`config.mk`:
```
export PLATFORM = sky130hd
export DESIGN_NAME = ext_bus_ctrl
export DESIGN_NICKNAME = d
export VERILOG_FILES = /design/src/rtl/ebc_pkg.sv /design/src/rtl/ebc_bank_decode.sv /design/src/rtl/ebc_lane_mux.sv /design/src/rtl/ebc_seq.sv /design/src/rtl/ext_bus_ctrl.sv
export SDC_FILE = /design/constraint.sdc
export NUM_CORES = 1
export LEC_CHECK = 0
export ABC_AREA = 1
export BUFFER_PORTS_ARGS = -buffer_cell sky130_fd_sc_hd__buf_2
export CAP_MARGIN = 30
export CORE_ASPECT_RATIO = 0.6
export CORE_MARGIN = 2
export CORE_UTILIZATION = 40
export CTS_BUF_LIST = sky130_fd_sc_hd__clkbuf_16
export CTS_CLUSTER_DIAMETER = 40
export CTS_CLUSTER_SIZE = 16
export DETAILED_ROUTE_END_ITERATION = 6
export GPL_ROUTABILITY_DRIVEN = 0
export REMOVE_ABC_BUFFERS = 1
export SYNTH_ARGS = -nofsm -noshare
export SYNTH_HDL_FRONTEND = slang
export SYNTH_SLANG_ARGS = --single-unit
```
`constraint.sdc`:
```
create_clock -name clk -period 2.5 [get_ports clk]
set_clock_uncertainty 0.05 [all_clocks]
set_input_delay 0.375 -clock clk [delete_from_list [all_inputs] [get_ports clk]]
set_output_delay 0.375 -clock clk [all_outputs]
set_load 0.02 [all_outputs]
```
`src/rtl/ebc_pkg.sv`:
```
package ebc_pkg;
  localparam int BUS_W  = 48;
  localparam int CORE_W = 40;
  localparam int NBANK  = 4;

  typedef enum logic [1:0] {
    OP_W32 = 2'd0,
    OP_W40 = 2'd1,
    OP_W16 = 2'd2,
    OP_W8  = 2'd3
  } op_width_t;

  typedef enum logic [2:0] {
    ST_IDLE,
    ST_ADDR,
    ST_STRB,
    ST_WAIT,
    ST_DONE
  } seq_state_t;
endpackage

```
`src/rtl/ebc_bank_decode.sv`:
```
module ebc_bank_decode #(
  parameter int ADDR_W = 32,
  parameter int NBANK  = 4,
  parameter int SH_W   = $clog2(ADDR_W)
) (
  input  logic [ADDR_W-1:0] addr,
  input  logic [SH_W-1:0]   bank_shift,
  input  logic [SH_W-1:0]   page_shift,
  output logic [NBANK-1:0]  sel_oh,
  output logic [ADDR_W-1:0] page_no
);
  logic [ADDR_W-1:0] hi;

  always_comb begin
    hi      = addr >> bank_shift;
    page_no = addr >> page_shift;
  end

  for (genvar b = 0; b < NBANK; b++) begin : g_bank
    assign sel_oh[b] = (hi == ADDR_W'(b));
  end
endmodule

```
`src/rtl/ebc_lane_mux.sv`:
```
module ebc_lane_mux
  import ebc_pkg::*;
(
  input  op_width_t          width,
  input  logic [CORE_W-1:0]  core_wdata,
  output logic [BUS_W-1:0]   bus_wdata,
  input  logic [BUS_W-1:0]   bus_rdata,
  output logic [CORE_W-1:0]  core_rdata
);
  always_comb begin
    bus_wdata  = '0;
    core_rdata = '0;
    unique case (width)
      OP_W32: begin
        bus_wdata[47:16] = core_wdata[31:0];
        core_rdata[31:0] = bus_rdata[47:16];
      end
      OP_W40: begin
        bus_wdata[47:8]  = core_wdata[39:0];
        core_rdata[39:0] = bus_rdata[47:8];
      end
      OP_W16: begin
        bus_wdata[31:16] = core_wdata[15:0];
        core_rdata[15:0] = bus_rdata[31:16];
      end
      OP_W8: begin
        bus_wdata[23:16] = core_wdata[7:0];
        core_rdata[7:0]  = bus_rdata[23:16];
      end
      default: ;
    endcase
  end
endmodule

```
`src/rtl/ebc_seq.sv`:
```
module ebc_seq
  import ebc_pkg::*;
#(
  parameter int WAIT_W = 4
) (
  input  logic              clk,
  input  logic              rst_n,
  input  logic              start,
  input  logic              cond,
  input  logic [WAIT_W-1:0] min_wait,
  input  logic              ack,
  input  logic              rsp_ready,
  output seq_state_t        state,
  output logic              finish
);
  logic [WAIT_W-1:0] wcnt;

  always_comb
    finish = (state == ST_STRB || state == ST_WAIT) && (wcnt >= min_wait) && ack;

  always_ff @(posedge clk) begin
    if (!rst_n) begin
      state <= ST_IDLE;
      wcnt  <= '0;
    end else begin
      unique case (state)
        ST_IDLE: if (start) begin
          state <= ST_ADDR;
          wcnt  <= '0;
        end
        ST_ADDR: state <= cond ? ST_STRB : ST_DONE;
        ST_STRB, ST_WAIT: begin
          if (finish) state <= ST_DONE;
          else begin
            state <= ST_WAIT;
            if (wcnt != '1) wcnt <= wcnt + 1'b1;
          end
        end
        ST_DONE: if (rsp_ready) state <= ST_IDLE;
        default: state <= ST_IDLE;
      endcase
    end
  end
endmodule

```
`src/rtl/ext_bus_ctrl.sv`:
```
module ext_bus_ctrl
  import ebc_pkg::*;
#(
  parameter int ADDR_W = 32,
  parameter int WAIT_W = 4,
  parameter int SH_W   = $clog2(ADDR_W)
) (
  input  logic              clk,
  input  logic              rst_n,
  input  logic [SH_W-1:0]   cfg_bank_shift,
  input  logic [SH_W-1:0]   cfg_page_shift,
  input  logic [WAIT_W-1:0] cfg_min_wait,
  input  logic              req_valid,
  output logic              req_ready,
  input  logic [ADDR_W-1:0] req_addr,
  input  logic              req_write,
  input  logic [1:0]        req_width,
  input  logic [39:0]       req_wdata,
  input  logic              req_cond,
  output logic              rsp_valid,
  input  logic              rsp_ready,
  output logic [39:0]       rsp_rdata,
  output logic [ADDR_W-1:0] mem_addr,
  output logic [3:0]        mem_sel_n,
  output logic              mem_rd_n,
  output logic              mem_wr_n,
  output logic              mem_wr_early_n,
  output logic              mem_page_cross,
  output logic [47:0]       mem_dout,
  output logic              mem_doe,
  input  logic [47:0]       mem_din,
  input  logic              mem_ack
);
  seq_state_t         state;
  logic               finish, start;
  logic [NBANK-1:0]   sel_d, sel_q;
  logic [ADDR_W-1:0]  page_d, last_page;
  logic               last_valid, page_q;
  logic [ADDR_W-1:0]  addr_q;
  logic               wr_q, cond_q;
  op_width_t          width_q;
  logic [CORE_W-1:0]  wdata_q, rd_unpacked, rdata_q;
  logic [BUS_W-1:0]   wr_packed;
  logic               on_bus, strobing;

  assign req_ready = (state == ST_IDLE);
  assign start     = req_valid && req_ready;

  ebc_bank_decode #(.ADDR_W(ADDR_W), .NBANK(NBANK), .SH_W(SH_W)) u_dec (
    .addr       (req_addr),
    .bank_shift (cfg_bank_shift),
    .page_shift (cfg_page_shift),
    .sel_oh     (sel_d),
    .page_no    (page_d)
  );

  ebc_lane_mux u_lanes (
    .width      (width_q),
    .core_wdata (wdata_q),
    .bus_wdata  (wr_packed),
    .bus_rdata  (mem_din),
    .core_rdata (rd_unpacked)
  );

  ebc_seq #(.WAIT_W(WAIT_W)) u_seq (
    .clk       (clk),
    .rst_n     (rst_n),
    .start     (start),
    .cond      (cond_q),
    .min_wait  (cfg_min_wait),
    .ack       (mem_ack),
    .rsp_ready (rsp_ready),
    .state     (state),
    .finish    (finish)
  );

  // Request capture and bank 0 page tracking
  always_ff @(posedge clk) begin
    if (!rst_n) begin
      addr_q     <= '0;
      wr_q       <= 1'b0;
      cond_q     <= 1'b0;
      width_q    <= OP_W32;
      wdata_q    <= '0;
      sel_q      <= '0;
      page_q     <= 1'b0;
      last_page  <= '0;
      last_valid <= 1'b0;
      rdata_q    <= '0;
    end else begin
      if (start) begin
        addr_q  <= req_addr;
        wr_q    <= req_write;
        cond_q  <= req_cond;
        width_q <= op_width_t'(req_width);
        wdata_q <= req_wdata;
        sel_q   <= sel_d;
        rdata_q <= '0;
        if (sel_d[0]) begin
          page_q     <= !last_valid || (page_d != last_page);
          last_page  <= page_d;
          last_valid <= 1'b1;
        end else begin
          page_q <= 1'b0;
        end
      end
      if (finish && !wr_q) rdata_q <= rd_unpacked;
    end
  end

  assign on_bus   = (state == ST_ADDR) || (state == ST_STRB) || (state == ST_WAIT);
  assign strobing = ((state == ST_STRB) || (state == ST_WAIT)) && cond_q;

  assign mem_addr       = addr_q;
  assign mem_sel_n      = on_bus ? ~sel_q : '1;
  assign mem_wr_early_n = !(on_bus && wr_q);
  assign mem_rd_n       = !(strobing && !wr_q);
  assign mem_wr_n       = !(strobing && wr_q);
  assign mem_page_cross = on_bus && page_q;
  assign mem_doe        = strobing && wr_q;
  assign mem_dout       = mem_doe ? wr_packed : '0;

  assign rsp_valid = (state == ST_DONE);
  assign rsp_rdata = rdata_q;
endmodule

```
==> flow_metrics.py <==
metrics = {
    "critical_path": {
        "critical_path_arrival_ns": 1.88,
        "end_kind": "output port",
        "crit_path_max_fanout": 11,
        "timing.critical_path.slowest_cell_delay_ns": 0.36,
        "cp_cell_sequence": "clkinv_1 -> nor2_4 -> clkinvlp_4 -> buf_4 -> nor3_1 -> buf_2",
        "r2r_slack_ns": 0.33,
        "path_class": "reg -> out",
        "worstSetupStartpointType": "flop",
        "worst_path_required_time_ns": 2.08,
        "cpMaxStageDelayCell": "sky130_fd_sc_hd__dfxtp_1",
        "worst-path-buf-inv": 4,
        "timing.critical_path.max_delay_family": "buffers and inverters",
    },
    "clock_network": {
        "cts-htree-levels": 4,
        "path_clk_slew_ns": 0.06,
        "cts.root.buffer_cell": "sky130_fd_sc_hd__clkbuf_16",
        "cts-root-to-sink-buffers": 2,
        "cts_hold_repair.buffers": 0,
        "clkLatencyLatePin_ns": 0.44,
        "tritoncts": "done",
        "clock_sink_count": 161,
        "cts_buffers": 17,
    },
    "routing": {
        "dr_total_vias": 12700,
        "drt-wirelength-per-cell_um": 15.7,
        "wire_length_reported_by_the_detailed_router_um": 37800,
        "route.detailed.drc": 0,
        "ant_nets": 0,
        "drtIter0Drc": 1504,
        "firstDrtPassIters": 6,
        "via_per_inst": 5.28,
    },
    "synthesis": {
        "synth_top_cells_by_count": "sky130_fd_sc_hd__nand2_1, sky130_fd_sc_hd__nand3_1, sky130_fd_sc_hd__dfxtp_1",
        "synth_area_per_cell_sq_um": 5.87,
        "synth.cell_area_sq_um": 10500,
        "yosys_warnings": 0,
        "synth_seq_area_share_pct": 30.7,
        "postSynthRegisterBits": 161,
        "yosys.cell_count.top_type": "sky130_fd_sc_hd__nand2_1",
        "synth_cell_types": 36,
        "post_synth_edffs": 0,
        "postSynth.topFlopCell": "sky130_fd_sc_hd__dfxtp_1",
        "synth_async_sr_flop_share_pct": 0,
        "synth_cells": 1790,
        "post-synth-top-area-cell": "sky130_fd_sc_hd__dfxtp_1",
        "yosys.area.top_type_share_pct": 30.7,
        "synth_top_cells_by_area": "sky130_fd_sc_hd__dfxtp_1, sky130_fd_sc_hd__nand2_1, sky130_fd_sc_hd__nand3_1",
    },
    "timing": {
        "finalCritPeriodShare_pct": 92.1,
        "setup_violations": 0,
        "timing_worst_slew_pin_value_ns": 0.621,
        "slew_headroom_pct": 58.6,
        "timing.final.crit_period_ns": 2.30,
        "final-max-slew-violation-count": 0,
        "worst_hold_slack_ns": 0.123,
        "setup_ws_ns": 0.197,
        "finalHoldViolCount": 0,
        "fmax_mhz": 434,
        "rsz_0062_raised_after_global_routing": "false",
        "setup_tns_final_ns": 0,
    },
    "pwr": {
        "irDropWorstVdd_mv": 0.408,
        "p_per_cell_area_nw_per_um2": 535,
        "p_leak_nw": 6.36,
    },
    "placement": {
        "place_area_sq_um": 12600,
        "portBuffers": 257,
        "hpwl_after_detailed_placement_um": 28800,
        "placement.setup.worst_slack_ns": -0.159,
    },
    "cells_and_area": {
        "final_nets": 2182,
        "diodes": 0,
        "drive_gt1_share_pct": 19.2,
        "flow.area_growth_from_synthesis_pct": 24.8,
        "post-route-util_pct": 51.3,
        "final_non_filler_cell_area_sq_um": 13100,
    },
    "die": {
        "fp.dieArea_sq_um": 27600,
        "chipHeight_um": 130,
        "die_x_um": 213,
        "initial_utilization_pct": 41.1,
        "floorplan.core_area_sq_um": 25600,
        "fp-row-count": 45,
        "ioPinCount": 274,
    },
    "grt": {
        "met2_usage_pct": 36.5,
        "antenna_found_initial": 1,
        "globalRouteMet3Util_pct": 5.31,
        "grt-ovfl-total": 0,
        "grt_pass1_vias": 11100,
        "grt_start_max_net_pins": 76,
        "top_usage_layer": "met1",
        "global_route.usage.total_pct": 27.2,
        "grt_first_pass_wirelength_um": 59500,
        "grt.met1_usage_pct": 43.5,
    },
    "run": {
        "max_cap_viol_count": 0,
    },
    "status": {
        "outcome": "complete, no violations",
    },
    "min_path": {
        "min_path_type": "in -> reg",
    },
}
report_power, final:
| part | total [mW] | internal, mW | switching (mW) |
|---|---|---|---|
| Combinational | 1.74 | 0.583 | 1.16 |
| Sequential | 2.75 | 2.69 | 0.0665 |
| Clock | 2.53 | 1.36 | 1.17 |
| Total | 7.02 | 4.63 | 2.39 |
state kept, by name (all words and copies together), names as in the netlist, 2 cells and up:
name	count
rsp_rdata	40
wdata_q	40
last_page	32
mem_addr	32
sel_q	4
u_seq.wcnt	4
u_seq.state	3
width_q	2
logic make-up after synthesis:
kind of cell	after synthesis	synth area share, %
and+or+nand+nor	1079	43.2
AOI/OAI and AO/OA	298	15.7
buffers and inverters	246	9.82
DFF	161	30.7
adders and majority gates	5	0.595
other	1	0.0357
what timing repair did:
action | in CTS | in global routing
endpoints found under the setup margin | 0 | 21
setup buffers | 0 | 1
resized for setup | 0 | 3
placed cells by master, fill, tap and decap left out, types with 2 or more instances in the layout:
cell and instances:
sky130_fd_sc_hd__clkinv_4 2, sky130_fd_sc_hd__o21ai_0 63, sky130_fd_sc_hd__clkinv_2 3, sky130_fd_sc_hd__nand3_1 276
sky130_fd_sc_hd__clkinv_1 7, sky130_fd_sc_hd__buf_4 69, sky130_fd_sc_hd__nor2_2 3, sky130_fd_sc_hd__a21oi_1 157
sky130_fd_sc_hd__nor3_2 2, sky130_fd_sc_hd__ha_1 5, sky130_fd_sc_hd__a22oi_1 11, sky130_fd_sc_hd__a31oi_1 13
sky130_fd_sc_hd__buf_2 257, sky130_fd_sc_hd__o211ai_1 30, sky130_fd_sc_hd__clkinvlp_4 5, sky130_fd_sc_hd__nand4_1 24
sky130_fd_sc_hd__nand3b_1 4, sky130_fd_sc_hd__nor2_1 101, sky130_fd_sc_hd__conb_1 8, sky130_fd_sc_hd__nor3_1 12
sky130_fd_sc_hd__inv_1 110, sky130_fd_sc_hd__o21ai_1 9, sky130_fd_sc_hd__a211oi_1 8, sky130_fd_sc_hd__nor2_4 2
sky130_fd_sc_hd__and2_1 3, sky130_fd_sc_hd__buf_12 17, sky130_fd_sc_hd__o21ai_2 4, sky130_fd_sc_hd__inv_6 2
sky130_fd_sc_hd__dfxtp_1 161, sky130_fd_sc_hd__inv_2 4, sky130_fd_sc_hd__nand2_1 648, sky130_fd_sc_hd__clkbuf_16 17
path summary, 6_finish.rpt:
| path | to | from | cells past startpoint |
|---|---|---|---|
| max | mem_dout[9] | width_q[0] | 6 |
| min | wdata_q[16] | req_wdata[16] | 3 |
| max reg2reg | rsp_rdata[24] | u_seq.wcnt[1] | 13 |
| min reg2reg | rsp_rdata[4] | rsp_rdata[4] | 2 |
through the flow:
stage / instances / total power [mW]
floorplan: 1671 / 3.76
global placement: 2366 / 4.49
detailed placement: 2366 / 4.52
CTS: 2397 / 7.05
global route: 2398 / 7.42
finish: 2398 / 7.02
tightest hold or removal path, stage by stage:
cell                      delay (ns)
sky130_fd_sc_hd__buf_2          0.09
sky130_fd_sc_hd__nand2_1        0.05
sky130_fd_sc_hd__a21oi_1        0.05
layout make-up:
class                   instances  area [sq um]
fillers                      2748         12400
multi-input cells            1390          6310
flip-flops and latches        161          3220
repair buffers                344          2160
inverters                     120           454
well taps                     352           440
clock buffers                  17           425
clock inverters                14           118
per-layer routing:
| layer | vias up | wire length (um) |
|---|---|---|
| met3 | 39 | 3110 |
| li1 | 6383 | - |
| met5 | - | 11 |
| met1 | 5745 | 19600 |
| met4 | 2 | 395 |
| met2 | 498 | 14700 |
No activity file was read; power rests on OpenSTA's default activity.
